`src/rtl/hostRegPkg.sv`:
```
package hostRegPkg;

  typedef enum logic [1:0] {
    SEL_DATA = 2'b00,
    SEL_MBX  = 2'b01,
    SEL_PTR  = 2'b10,
    SEL_STAT = 2'b11
  } regSelT;

  typedef struct packed {
    logic wrData;
    logic rdData;
    logic wrMbx;
    logic rdMbx;
    logic wrPtr;
  } ctrlStrobeT;

endpackage

```
`src/rtl/hostRegCtrl.sv`:
```
module hostRegCtrl
  import hostRegPkg::*;
#(
  parameter int DATA_W      = 16,
  parameter int SYNC_STAGES = 2
) (
  input  logic              clk,
  input  logic              rstN,
  input  logic              hostCsN,
  input  logic              hostRdN,
  input  logic              hostWrN,
  input  logic [1:0]        hostAddr,
  input  logic [DATA_W-1:0] hostDataIn,
  output ctrlStrobeT        strb,
  output logic [DATA_W-1:0] capData
);
  localparam int TOP = SYNC_STAGES - 1;

  logic [TOP:0] csSync, rdSync, wrSync;
  logic         rdAct, wrAct, rdActQ, wrActQ;
  logic         rdEdge, wrEdge;
  logic [1:0]   capAddr;
  regSelT       sel;

  always_ff @(posedge clk or negedge rstN) begin
    if (!rstN) begin
      csSync <= '1;
      rdSync <= '1;
      wrSync <= '1;
    end else begin
      csSync <= {csSync[TOP-1:0], hostCsN};
      rdSync <= {rdSync[TOP-1:0], hostRdN};
      wrSync <= {wrSync[TOP-1:0], hostWrN};
    end
  end

  assign rdAct = !csSync[TOP] && !rdSync[TOP];
  assign wrAct = !csSync[TOP] && !wrSync[TOP];

  always_ff @(posedge clk or negedge rstN) begin
    if (!rstN) begin
      rdActQ  <= 1'b0;
      wrActQ  <= 1'b0;
      capAddr <= '0;
      capData <= '0;
    end else begin
      rdActQ <= rdAct;
      wrActQ <= wrAct;
      if (wrAct) begin
        capAddr <= hostAddr;
        capData <= hostDataIn;
      end else if (rdAct) begin
        capAddr <= hostAddr;
      end
    end
  end

  assign rdEdge = rdActQ && !rdAct;
  assign wrEdge = wrActQ && !wrAct;
  assign sel    = regSelT'(capAddr);

  always_comb begin
    strb        = '0;
    strb.wrData = wrEdge && (sel == SEL_DATA);
    strb.wrMbx  = wrEdge && (sel == SEL_MBX);
    strb.wrPtr  = wrEdge && (sel == SEL_PTR);
    strb.rdData = rdEdge && (sel == SEL_DATA);
    strb.rdMbx  = rdEdge && (sel == SEL_MBX);
  end

endmodule

```
`src/rtl/hostRegDatapath.sv`:
```
module hostRegDatapath
  import hostRegPkg::*;
#(
  parameter int DATA_W = 16,
  parameter int MEM_AW = 10
) (
  input  logic              clk,
  input  logic              rstN,
  input  ctrlStrobeT        strb,
  input  logic [DATA_W-1:0] capData,
  input  logic [1:0]        hostAddr,
  input  logic              swapEn,
  output logic [DATA_W-1:0] hostDataOut,
  output logic              hostIrq,
  input  logic              cpuOutWr,
  input  logic [DATA_W-1:0] cpuOutData,
  input  logic              cpuInRd,
  output logic [DATA_W-1:0] cpuInData,
  output logic              cpuInFull,
  output logic              memReq,
  output logic              memWe,
  output logic [MEM_AW-1:0] memAddr,
  output logic [DATA_W-1:0] memWdata,
  input  logic [DATA_W-1:0] memRdata
);
  localparam int HALF = DATA_W / 2;
  localparam logic [DATA_W-1:0] PTR_MASK = DATA_W'((64'd1 << MEM_AW) - 64'd1);

  function automatic logic [DATA_W-1:0] laneSwap(input logic [DATA_W-1:0] w);
    return {w[HALF-1:0], w[DATA_W-1:HALF]};
  endfunction

  logic [DATA_W-1:0] ptr, rdBuf, outMbx, inMbx, wordIn, statusWord;
  logic              fetchPend, fetchQ, outFull, inFull;

  assign wordIn   = swapEn ? laneSwap(capData) : capData;
  assign memReq   = strb.wrData || fetchPend;
  assign memWe    = strb.wrData;
  assign memAddr  = ptr[MEM_AW-1:0];
  assign memWdata = wordIn;

  always_ff @(posedge clk or negedge rstN) begin
    if (!rstN) begin
      ptr       <= '0;
      fetchPend <= 1'b1;
      fetchQ    <= 1'b0;
      rdBuf     <= '0;
    end else begin
      fetchQ <= memReq && !memWe;
      if (fetchQ) rdBuf <= memRdata;
      if (memReq && !memWe) fetchPend <= 1'b0;
      if (strb.wrPtr) begin
        ptr       <= capData & PTR_MASK;
        fetchPend <= 1'b1;
      end else if (strb.wrData || strb.rdData) begin
        ptr       <= (ptr + 1'b1) & PTR_MASK;
        fetchPend <= 1'b1;
      end
    end
  end

  always_ff @(posedge clk or negedge rstN) begin
    if (!rstN) begin
      outMbx  <= '0;
      outFull <= 1'b0;
      inMbx   <= '0;
      inFull  <= 1'b0;
    end else begin
      if (strb.rdMbx) outFull <= 1'b0;
      if (cpuOutWr) begin
        outMbx  <= cpuOutData;
        outFull <= 1'b1;
      end
      if (cpuInRd) inFull <= 1'b0;
      if (strb.wrMbx) begin
        inMbx  <= wordIn;
        inFull <= 1'b1;
      end
    end
  end

  assign statusWord = {{(DATA_W-2){1'b0}}, inFull, outFull};
  assign hostIrq    = outFull;
  assign cpuInData  = inMbx;
  assign cpuInFull  = inFull;

  always_comb begin
    case (regSelT'(hostAddr))
      SEL_DATA: hostDataOut = swapEn ? laneSwap(rdBuf) : rdBuf;
      SEL_MBX:  hostDataOut = swapEn ? laneSwap(outMbx) : outMbx;
      SEL_PTR:  hostDataOut = ptr;
      default:  hostDataOut = statusWord;
    endcase
  end

endmodule

```
`src/rtl/hostRegBridge.sv`:
```
module hostRegBridge
  import hostRegPkg::*;
#(
  parameter int DATA_W      = 16,
  parameter int MEM_AW      = 10,
  parameter int SYNC_STAGES = 2
) (
  input  logic              clk,
  input  logic              rstN,
  input  logic              hostCsN,
  input  logic              hostRdN,
  input  logic              hostWrN,
  input  logic [1:0]        hostAddr,
  input  logic [DATA_W-1:0] hostDataIn,
  output logic [DATA_W-1:0] hostDataOut,
  output logic              hostDataOe,
  output logic              hostIrq,
  input  logic              swapEn,
  input  logic              cpuOutWr,
  input  logic [DATA_W-1:0] cpuOutData,
  input  logic              cpuInRd,
  output logic [DATA_W-1:0] cpuInData,
  output logic              cpuInFull,
  output logic              memReq,
  output logic              memWe,
  output logic [MEM_AW-1:0] memAddr,
  output logic [DATA_W-1:0] memWdata,
  input  logic [DATA_W-1:0] memRdata
);
  ctrlStrobeT        strb;
  logic [DATA_W-1:0] capData;

  assign hostDataOe = !hostCsN && !hostRdN;

  hostRegCtrl #(.DATA_W(DATA_W), .SYNC_STAGES(SYNC_STAGES)) uCtrl (
    .clk(clk), .rstN(rstN),
    .hostCsN(hostCsN), .hostRdN(hostRdN), .hostWrN(hostWrN),
    .hostAddr(hostAddr), .hostDataIn(hostDataIn),
    .strb(strb), .capData(capData)
  );

  hostRegDatapath #(.DATA_W(DATA_W), .MEM_AW(MEM_AW)) uPath (
    .clk(clk), .rstN(rstN), .strb(strb), .capData(capData),
    .hostAddr(hostAddr), .swapEn(swapEn),
    .hostDataOut(hostDataOut), .hostIrq(hostIrq),
    .cpuOutWr(cpuOutWr), .cpuOutData(cpuOutData), .cpuInRd(cpuInRd),
    .cpuInData(cpuInData), .cpuInFull(cpuInFull),
    .memReq(memReq), .memWe(memWe), .memAddr(memAddr),
    .memWdata(memWdata), .memRdata(memRdata)
  );

endmodule

```
`config.mk`:
```
export PLATFORM = sky130hd
export DESIGN_NAME = hostRegBridge
export DESIGN_NICKNAME = d
export VERILOG_FILES = /design/src/rtl/hostRegPkg.sv /design/src/rtl/hostRegCtrl.sv /design/src/rtl/hostRegDatapath.sv /design/src/rtl/hostRegBridge.sv
export SDC_FILE = /design/constraint.sdc
export NUM_CORES = 1
export LEC_CHECK = 0
export BUFFER_PORTS_ARGS = -buffer_cell sky130_fd_sc_hd__buf_2
export CELL_PAD_IN_SITES_DETAIL_PLACEMENT = 0
export CELL_PAD_IN_SITES_GLOBAL_PLACEMENT = 1
export CORE_MARGIN = 2
export CORE_UTILIZATION = 35
export DETAILED_ROUTE_END_ITERATION = 7
export GPL_TIMING_DRIVEN = 0
export PLACE_DENSITY = 0.72
export SYNTH_ARGS = -nofsm -noshare
export SYNTH_HDL_FRONTEND = slang
export SYNTH_SLANG_ARGS = --single-unit
```
`constraint.sdc`:
```
create_clock -name clk -period 3.1 [get_ports clk]
set_input_delay 0.93 -clock clk [delete_from_list [all_inputs] [get_ports clk]]
set_output_delay 0.93 -clock clk [all_outputs]
set_load 0.005 [all_outputs]
```
==> impl_results.md <==
- Status: finished, violations left
- Failing checks: negative setup slack
- F_max: 0.3221 GHz
- Asr flop ratio synth: 100.0%
- Die ar.: 13330 µm²
- Power Total: 3.852 mW
- Post-synth EDFFs: 0
- Rows: 40
- Starting density of the core: 36.06%
- Syn_area_per_cell: 13.10 µm²
- Vias: 3171
- GRT Total Usage: 17.81%
- Fin Hold WS: 355.9 ps
- Hold buffers post-CTS: 0
- Maxcap violations: 0
- Dpl hpwl: 8.360 mm
- Synthesis-to-layout area growth: 26.21%
- WP data arrival: 2170 ps
- RSZ-0062 raised after global routing: yes
- Wire length on met2: 5.677 mm
- P per Cell Area: 701.7 nW/µm²
- Hold Path Class: reg2reg
- Wl on met1: 5.047 mm
- Post-DP Area: 5175 µm²
- Total congestion overflow: 0
- Ports: 121
- Routed WL per cell: 18.04 µm
- Top Metal Used: met4
- Critical-path maximum fanout: 10
- CP startpoint kind: input pin
- Post-CTS setup buffer count: 0
- Clk Latency, worst-skew pair: 340 ps
- R2r setup slk: 1260 ps
- Pre-antenna DRT Iters: 4
- Min-Delay Path Depth: 0
- Final setup viols: 1
- Fillers: 1125
- Initial antenna violation count: 0
- Nets: 520
- Post-synth top flop: dfrtp_1
- Core area: 12060 µm²
- Placed cell count: 618
- Setup ws final: -4.365 ps
- Post-synth net total: 391
- Post-Route WL: 11.44 mm
- Drc violations: 0
- Worst EP required: 2170 ps
- Non-filler cells, final: 634
- Worst setup EP type: output port
- Cells after Synth: 332
- Die Y: 115.5 µm
- Layout cell share with drive strength beyond 1: 54.08%
- Max H-tree Level: 3
- CTS root buffer: clkbuf_16
- Max clock buf depth: 2
- Remaining antenna violation count: 0
- Max-slew violations: 0
- Final period util: 100.1%
- Post-Place Worst Slack: -204.1 ps
- Register area share after synthesis: 50.83%
- First-pass GRT wire length: 17.81 mm
- CTS tree: yes
- Post-synthesis sequential element count: 88
- Final Hold Vio Count: 0
- Count of cell types in the netlist: 47
- Clk_skew: 6.273 ps
- YS warnings: 0
- Synthesized cell area: 4349 µm²
- Clock-pin slew on the worst setup and hold paths: 60 ps
- Die W: 115.5 µm
- Leak: 2.512 nW
- Post-route setup TNS: -4.365 ps
- PortBufs: 117
- Critical path type: in2out
- Slew at the pin closest to its max-slew limit: 672.8 ps
- Largest net degree at the start of global routing: 66
- Detail Route met3 WL: 521 µm
- Routability cong.: 0.8418
- Diode count: 0
- Starting DRC count in detailed routing: 114
- Via/cell ratio: 5.002
- CTS buffer count: 9
- Vias in the first global route: 3284
- Final core occ: 45.51%
- Design area: 5489 µm²
- Post-layout minimum cycle time: 3104 ps
- Worst relative slew slack: 55.14%
- CTS Sinks: 88
- Reg2Reg Depth: 6
- VDD IR max: 0.2829 mV
==> report_power, final <==
group          leakage, nW  internal, mW  switching (mW)
combinational         1.34         0.615           0.434
sequential            1.03          1.44           0.277
clock                0.140         0.646           0.435
==> cell families after synthesis <==
family | share of synthesized area [%]
flops | 50.83
buf+inv | 3.337
compound gates | 9.350
mux | 30.06
fa+ha+maj | 0.2876
simple gates | 6.128
==> critical path, stage by stage <==
cell and delay, ps:
buf_2 160, buf_4 270, buf_4 270, mux2i_1 240, o22ai_1 140, buf_2 160
==> state kept, by name, summed over array words and instances, names as in the netlist <==
register and cells:
uCtrl.capData 16, uPath.cpuInData 16, uPath.outMbx 16, uPath.rdBuf 16
uPath.ptr 10, uCtrl.capAddr 2, uCtrl.csSync 2, uCtrl.rdSync 2
uCtrl.wrSync 2, uCtrl.rdActQ 1, uCtrl.wrActQ 1, uPath.cpuInFull 1
uPath.fetchPend 1, uPath.fetchQ 1, uPath.hostIrq 1
==> cell usage in the layout, fill, tap and decap left out, types with 5 or more instances in the layout <==
cell type,n
o21ai_0,7
mux2_4,9
clkbuf_16,9
mux2i_1,17
a221oi_1,8
buf_4,6
dfrtp_1,81
nand3_1,6
clkbuf_1,7
mux2_2,74
a2bb2oi_1,5
mux4_2,7
buf_2,121
nor2b_1,5
nand2_1,5
dfstp_2,7
a21oi_1,12
nor2_1,17
o22ai_1,8
==> repair_timing <==
action / 4_1_cts / 5_1_grt
cloned: 0 / 0
setup endpoints to repair: 14 / 8
pin swaps: 0 / 0
gates resized for setup: 7 / 5
==> synth_stat cells (2+ instances only) <==
master      n  area (µm²)
mux2_4      9       135.1
inv_2       2       7.510
o21ai_0     7       35.03
mux4_2      7       157.7
dfstp_2     7       183.9
buf_1       3       11.26
o22a_1      2       17.52
buf_2       8       40.04
a211oi_1    2       15.01
a221o_1     2       20.02
nand4_1     2       12.51
and3_1      2       12.51
a21oi_1    12       60.06
nor2b_1     5       31.28
mux2_2     74       833.3
clkbuf_1    7       26.28
dfrtp_1    81        2027
buf_6       2       22.52
and2_1      2       12.51
nand2_1     5       18.77
a221oi_1    8       70.07
a2bb2oi_1   5       43.79
nand3_1     6       30.03
nor2_1     17       63.81
nand2b_1    3       18.77
o22ai_1     8       50.05
nand3b_1    2       15.01
buf_4       3       22.52
a21o_1      2       15.01
inv_1       4       15.01
mux2i_1    17       170.2
==> layout make-up <==
type | instances | area, µm² | area share, %
Buffer | 23 | 143.9 | 2.621
Clock buffer | 13 | 250.2 | 4.559
Clock inverter | 3 | 42.54 | 0.7750
Inverter | 6 | 22.52 | 0.4103
Multi-Input combinational cell | 215 | 1993 | 36.31
Sequential cell | 88 | 2211 | 40.28
Tap cell | 168 | 210.2 | 3.830
Timing Repair Buffer | 118 | 615.6 | 11.21
==> path summary, 6_finish.rpt <==
check,start,to
worst min-delay path,uCtrl.wrSync[0]$_DFF_PN1_,uCtrl.wrSync[1]$_DFF_PN1_
min in group asynchronous,rstN,uPath.rdBuf[5]$_DFFE_PN0P_
worst max-delay path,swapEn,hostDataOut[9]
max in group asynchronous,rstN,uPath.fetchPend$_DFFE_PN1P_
worst max register to register,uCtrl.wrSync[1]$_DFF_PN1_,uPath.cpuInData[7]$_DFFE_PN0P_
worst min register to register,uCtrl.wrSync[0]$_DFF_PN1_,uCtrl.wrSync[1]$_DFF_PN1_
==> metal layers <==
metal  track usage (%)  vias to the layer above
met5                 0                        -
met3             3.923                       13
li1                  -                     1499
met4             6.506                        0
met2             29.12                       69
met1             23.34                     1590
No activity file was read; power rests on OpenSTA's default activity.
